==> src/rtl/pgrev_pkg.sv <==
package pgrev_pkg;

    localparam int PERM_BITS = 2;
    localparam int PERM_WR   = 1;
    localparam int PERM_RD   = 0;

    typedef logic [PERM_BITS-1:0] perm_t;

    // Step encoding: value i+1 is the step served by channel i
    typedef enum logic [2:0] {
        ST_IDLE  = 3'd0,
        ST_READ  = 3'd1,
        ST_INVAL = 3'd2,
        ST_FLUSH = 3'd3,
        ST_WRITE = 3'd4
    } step_e;

    localparam int N_STEP = 4;

    function automatic logic perm_writable(input perm_t p);
        return p[PERM_WR];
    endfunction

endpackage

==> src/rtl/pgrev_ctrl.sv <==
module pgrev_ctrl
    import pgrev_pkg::*;
#(
    parameter int PAGE_W = 8
) (
    input  logic              clk,
    input  logic              rst_n,
    input  logic              cmd_valid,
    input  logic [PAGE_W-1:0] cmd_page,
    input  perm_t             cmd_perm,
    input  logic              step_ack,
    input  perm_t             rd_perm,
    output step_e             step,
    output logic [PAGE_W-1:0] page,
    output perm_t             new_perm,
    output logic              done
);

    typedef struct packed {
        step_e             st;
        logic [PAGE_W-1:0] page;
        perm_t             new_perm;
        logic              done;
    } ctl_s;

    localparam ctl_s CTL_RST = '{st: ST_IDLE, page: '0, new_perm: '0, done: 1'b0};

    ctl_s ctl_d, ctl_q;

    always_comb begin
        ctl_d      = ctl_q;
        ctl_d.done = 1'b0;
        unique case (ctl_q.st)
            ST_IDLE: begin
                if (cmd_valid) begin
                    ctl_d.st       = ST_READ;
                    ctl_d.page     = cmd_page;
                    ctl_d.new_perm = cmd_perm;
                end
            end
            ST_READ: begin
                if (step_ack) begin
                    ctl_d.st = perm_writable(rd_perm) ? ST_INVAL : ST_WRITE;
                end
            end
            ST_INVAL: begin
                if (step_ack) ctl_d.st = ST_FLUSH;
            end
            ST_FLUSH: begin
                if (step_ack) ctl_d.st = ST_WRITE;
            end
            ST_WRITE: begin
                if (step_ack) begin
                    ctl_d.st   = ST_IDLE;
                    ctl_d.done = 1'b1;
                end
            end
            default: ctl_d.st = ST_IDLE;
        endcase
    end

    always_ff @(posedge clk or negedge rst_n) begin
        if (!rst_n) ctl_q <= CTL_RST;
        else        ctl_q <= ctl_d;
    end

    assign step     = ctl_q.st;
    assign page     = ctl_q.page;
    assign new_perm = ctl_q.new_perm;
    assign done     = ctl_q.done;

endmodule

==> src/rtl/pgrev_guard.sv <==
module pgrev_guard #(
    parameter int PAGE_W = 8
) (
    input  logic              active,
    input  logic [PAGE_W-1:0] held_page,
    input  logic              acc_valid,
    input  logic [PAGE_W-1:0] acc_page,
    output logic              acc_stall
);

    logic hit;

    always_comb begin
        hit       = (acc_page == held_page);
        acc_stall = active && acc_valid && hit;
    end

endmodule

==> src/rtl/pgrev_seq.sv <==
module pgrev_seq
    import pgrev_pkg::*;
#(
    parameter int PAGE_W = 8
) (
    input  logic              clk,
    input  logic              rst_n,
    input  logic              cmd_valid,
    input  logic [PAGE_W-1:0] cmd_page,
    input  logic [1:0]        cmd_perm,
    output logic              busy,
    output logic              done,
    output logic              rd_req,
    output logic [PAGE_W-1:0] rd_page,
    input  logic              rd_ack,
    input  logic [1:0]        rd_perm,
    output logic              inv_req,
    output logic [PAGE_W-1:0] inv_page,
    input  logic              inv_ack,
    output logic              fl_req,
    output logic [PAGE_W-1:0] fl_page,
    input  logic              fl_ack,
    output logic              wr_req,
    output logic [PAGE_W-1:0] wr_page,
    output logic [1:0]        wr_perm,
    input  logic              wr_ack,
    input  logic              acc_valid,
    input  logic [PAGE_W-1:0] acc_page,
    output logic              acc_stall
);

    step_e             step;
    logic [PAGE_W-1:0] page;
    perm_t             new_perm;
    logic              step_ack;
    logic              accept;
    logic [N_STEP-1:0] req_vec;
    logic [N_STEP-1:0] ack_vec;

    assign busy     = (step != ST_IDLE);
    assign accept   = cmd_valid && !busy;
    assign ack_vec  = {wr_ack, fl_ack, inv_ack, rd_ack};
    assign step_ack = |(req_vec & ack_vec);

    // One request line per step channel
    for (genvar i = 0; i < N_STEP; i++) begin : g_chan
        assign req_vec[i] = (step == step_e'(i + 1));
    end

    assign {wr_req, fl_req, inv_req, rd_req} = req_vec;
    assign rd_page  = page;
    assign inv_page = page;
    assign fl_page  = page;
    assign wr_page  = page;
    assign wr_perm  = new_perm;

    pgrev_ctrl #(.PAGE_W(PAGE_W)) u_ctrl (
        .clk       (clk),
        .rst_n     (rst_n),
        .cmd_valid (accept),
        .cmd_page  (cmd_page),
        .cmd_perm  (cmd_perm),
        .step_ack  (step_ack),
        .rd_perm   (rd_perm),
        .step      (step),
        .page      (page),
        .new_perm  (new_perm),
        .done      (done)
    );

    pgrev_guard #(.PAGE_W(PAGE_W)) u_guard (
        .active    (busy),
        .held_page (page),
        .acc_valid (acc_valid),
        .acc_page  (acc_page),
        .acc_stall (acc_stall)
    );

endmodule

==> config.mk <==
export PLATFORM = sky130hd
export DESIGN_NAME = pgrev_seq
export DESIGN_NICKNAME = d
export VERILOG_FILES = /design/src/rtl/pgrev_pkg.sv /design/src/rtl/pgrev_ctrl.sv /design/src/rtl/pgrev_guard.sv /design/src/rtl/pgrev_seq.sv
export SDC_FILE = /design/constraint.sdc
export NUM_CORES = 1
export LEC_CHECK = 0
export CORE_MARGIN = 2
export CORE_UTILIZATION = 30
export CTS_CLUSTER_DIAMETER = 80
export DETAILED_ROUTE_END_ITERATION = 8
export PLACE_DENSITY = 0.76
export SLEW_MARGIN = 20
export SYNTH_ARGS = -nofsm -noshare
export SYNTH_HDL_FRONTEND = slang
export SYNTH_SLANG_ARGS = --single-unit
==> constraint.sdc <==
create_clock -name clk -period 1.4 [get_ports clk]
set_input_delay 0.28 -clock clk [delete_from_list [all_inputs] [get_ports clk]]
set_output_delay 0.28 -clock clk [all_outputs]
set_load 0.02 [all_outputs]
==> results_dict.tcl <==
set metrics [dict create \
    outcome "complete, but fails checks" \
    failed_checks "setup timing" \
    synth-compound-area-share 0.04213 \
    clock_sinks 14 \
    syn-instance-count 85 \
    hold_class "input pin to asynchronous set/reset pin" \
    tightest_slew_ns 0.2831 \
    crit_fanout 1 \
    finalCriticalPeriod_ns 1.683 \
    cp.arrival_ns 1.40 \
    hold_violations 0 \
    p_sw_frac 0.4687 \
    drt_iter0_drc 11 \
    setup_viol 16 \
    seq_area_frac_synth 0.3933 \
    ys_seq_elements 14 \
    drc 0 \
    drive_gt1_frac 0.5374 \
    place_area_um2 1520 \
    cts_buffers 3 \
    crit_chain "clkdlybuf4s50_1 -> xnor2_1 -> nand4_1 -> nor3_4 -> buf_6" \
    rows 19 \
    vias_per_cell 4.534 \
    cts.htree.levels 1 \
    rsz0062_at_grt "yes" \
    gp_congestion 0.6882 \
    seqPwrFrac 0.178 \
    grt_max_degree 15 \
    dieArea_um2 3422 \
    finalPower_mw 4.076 \
    cts_tree "built" \
    ctsHoldBuffers 0 \
    cap_violations 0 \
    period_share 1.202 \
    die_h_um 58.50 \
    num-nets-final 176 \
    power.density_nw_per_um2 2655 \
    leakage_nw 0.7494 \
    instances_no_fill 178 \
    vdd_ir_drop_max_v 0.001462 \
    synth.net_count 113 \
    internal_power_mw 2.166 \
    grt_antenna_before_repair 0 \
    n_antenna_cell 0 \
    clk_pin_slew_ns 0.09 \
    synth-adder-area-share 0 \
    insertion_delay_ns 0.28 \
    slowest_stage "clkdlybuf4s50_1" \
    pre_cts_slack_ns -0.7683 \
    combPwrFrac 0.749 \
    drv_slew 0 \
    worst_setup_path_start_kind "input pin" \
    avgSynthCellArea_um2 10.48 \
    vias 807 \
    ys_types 22 \
    ios 69 \
    die_x_um 58.50 \
    post-route-cell-area_um2 1535 \
    dp.cells 171 \
    critPathKind "input pin to primary output" \
    muxShareOfSynthArea 0.1264 \
    relSlewSlack 0.8111 \
    detailed_place_hpwl_um 1926 \
    dr.pass1.iters 4 \
    synth_top_family_by_area "buffers and inverters" \
    area_delta_synth_final_pct 72.33 \
    wire_per_inst_um 14.88 \
    yosysWarnings 0 \
    synth-simple-area-share 0.1306 \
    root_buffer "clkbuf_4" \
    crit_path_end_kind "primary output" \
    core_um2 2781 \
    max_clock_freq_ghz 0.5943 \
    grt_pass1_vias 896 \
    p_clk_frac 0.073 \
    synthXorXnorAreaFrac 0.07865 \
    wirelength_um 2649 \
    grt.overflow.total 0 \
    syn_area_um2 890.9 \
    fill_cells 268 \
    p_sw_mw 1.911 \
    clockBufferDepth 2 \
    whs_ns 0.3094 \
    finalClockSkew_ns 0.001562 \
    track_usage 0.1616 \
    grt_pass1_wl_um 4105 \
    ant_nets 0 \
    cpPeakStageDelay_ns 0.48 \
    finalWorstSetupSlack_ns -0.2827 \
    required_ns 1.12 \
    initial_core_util 0.3203 \
    io_buffers 67 \
]
[path summary, 6_finish.rpt]
kind                                    startpoint                  to  slack, ns  depth (start not counted)
worst max-delay path                   acc_page[4]           acc_stall      -0.28                          5
worst min-delay path                         rst_n      u_ctrl.page[2]       0.31                          2
worst max register to register      u_ctrl.step[1]      u_ctrl.page[7]      -0.18                          4
worst min register to register  u_ctrl.new_perm[1]  u_ctrl.new_perm[1]       0.52                          1
max in group asynchronous                    rst_n  u_ctrl.new_perm[0]       0.92                          2
min in group clk                u_ctrl.new_perm[1]  u_ctrl.new_perm[1]       0.52                          1
[per-stage QoR]
step | util | setup TNS [ns]
5_1_grt | 0.5520 | -3.074
6_report | 0.5520 | -2.228
3_3_place_gp | 0.5466 | -3.990
4_1_cts | 0.6140 | -2.780
3_5_place_dp | 0.5466 | -4.122
2_1_floorplan | - | -1.583
[area by class of cell]
| class | count | area (um2) | area share |
|---|---|---|---|
| clock buffer | 4 | 36.28 | 0.02363 |
| inverter | 2 | 10.01 | 0.006520 |
| multi-input combinational | 44 | 434.2 | 0.2828 |
| sequential | 14 | 350.3 | 0.2282 |
| tap | 31 | 38.79 | 0.02526 |
| timing repair buffer | 83 | 665.6 | 0.4336 |
[cell usage after synthesis]
| library cell | n | share of area |
|---|---|---|
| nor3_1 | 2 | 0.011 |
| or3_4 | 1 | 0.013 |
| nor2_8 | 1 | 0.022 |
| inv_1 | 2 | 0.0084 |
| o21ai_0 | 1 | 0.0056 |
| xnor2_1 | 8 | 0.079 |
| nor2_1 | 4 | 0.017 |
| o211ai_1 | 2 | 0.017 |
| nand2b_1 | 1 | 0.0070 |
| nand4_1 | 3 | 0.021 |
| dfrtp_1 | 14 | 0.39 |
| buf_2 | 1 | 0.0056 |
| nand3b_1 | 1 | 0.0084 |
| nand2_1 | 4 | 0.017 |
| and3_1 | 1 | 0.0070 |
| a22oi_1 | 1 | 0.0084 |
| mux2_2 | 8 | 0.10 |
| a21oi_1 | 2 | 0.011 |
| and2_1 | 1 | 0.0070 |
| mux2_1 | 2 | 0.025 |
| buf_6 | 1 | 0.013 |
| buf_4 | 24 | 0.20 |
[worst max-delay path: cells and delay by family]
kind / cells / cell delay [ns]
XOR/XNOR: 1 / 0.12
AND/OR/NAND/NOR: 2 / 0.38
buffers and inverters: 2 / 0.62
[power by group through the flow]
stage	combinational [mW]	sequential (mW)	clock, mW
5_1_grt	3.23	0.749	0.338
3_5_place_dp	3.10	0.738	0
2_1_floorplan	1.70	0.999	0
4_1_cts	3.33	0.732	0.315
6_report	3.05	0.726	0.297
3_3_place_gp	3.04	0.723	0
[registers in the layout, indices dropped and copies added, names as in the netlist]
signal,count
u_ctrl.new_perm,2
u_ctrl.step,3
u_ctrl.page,8
u_ctrl.done,1
[per-layer routing]
metal | track usage | part of all wire
met1 | 0.1616 | 0.34
met2 | 0.3178 | 0.56
met3 | 0.03956 | 0.090
met4 | 0.05648 | 0.0038
met5 | 0 | 0
[cells by family (layout without fill, tap and decap cells)]
| logic type | after synthesis | in the layout |
|---|---|---|
| xor gates and xnor gates | 8 | 8 |
| buffers and inverters | 28 | 89 |
| AOI/OAI and AO/OA | 6 | 6 |
| DFF | 14 | 14 |
| and+or+nand+nor | 19 | 20 |
| muxes | 10 | 10 |
[placed cells by master (no fill, tap or decap)]
cell type and count:
nand4_1 3, dfrtp_1 14, nand2_1 4, and2_4 1, nand3b_1 1, clkdlybuf4s50_1 25
nor2_8 1, o21ai_0 1, nor2_4 4, clkbuf_4 3, dlymetal6s2s_1 1, or3_4 1
clkbuf_8 1, mux2_4 10, buf_4 15, buf_2 28, o211ai_1 2, buf_6 11
inv_1 1, nor3_2 1, inv_4 1, nor3_4 1, xnor2_1 8, dlygate4sd2_1 3
nand2b_4 1, a21oi_1 2, and3_1 1, nor2_1 1, a22oi_1 1
[what timing repair did]
item                       in CTS  in global routing
pin swaps                       4                  7
resized for setup             154                 47
setup endpoints to repair      51                 48
buffers inserted                4                  4
gates cloned                    1                  0
No activity file was read; power rests on OpenSTA's default activity.
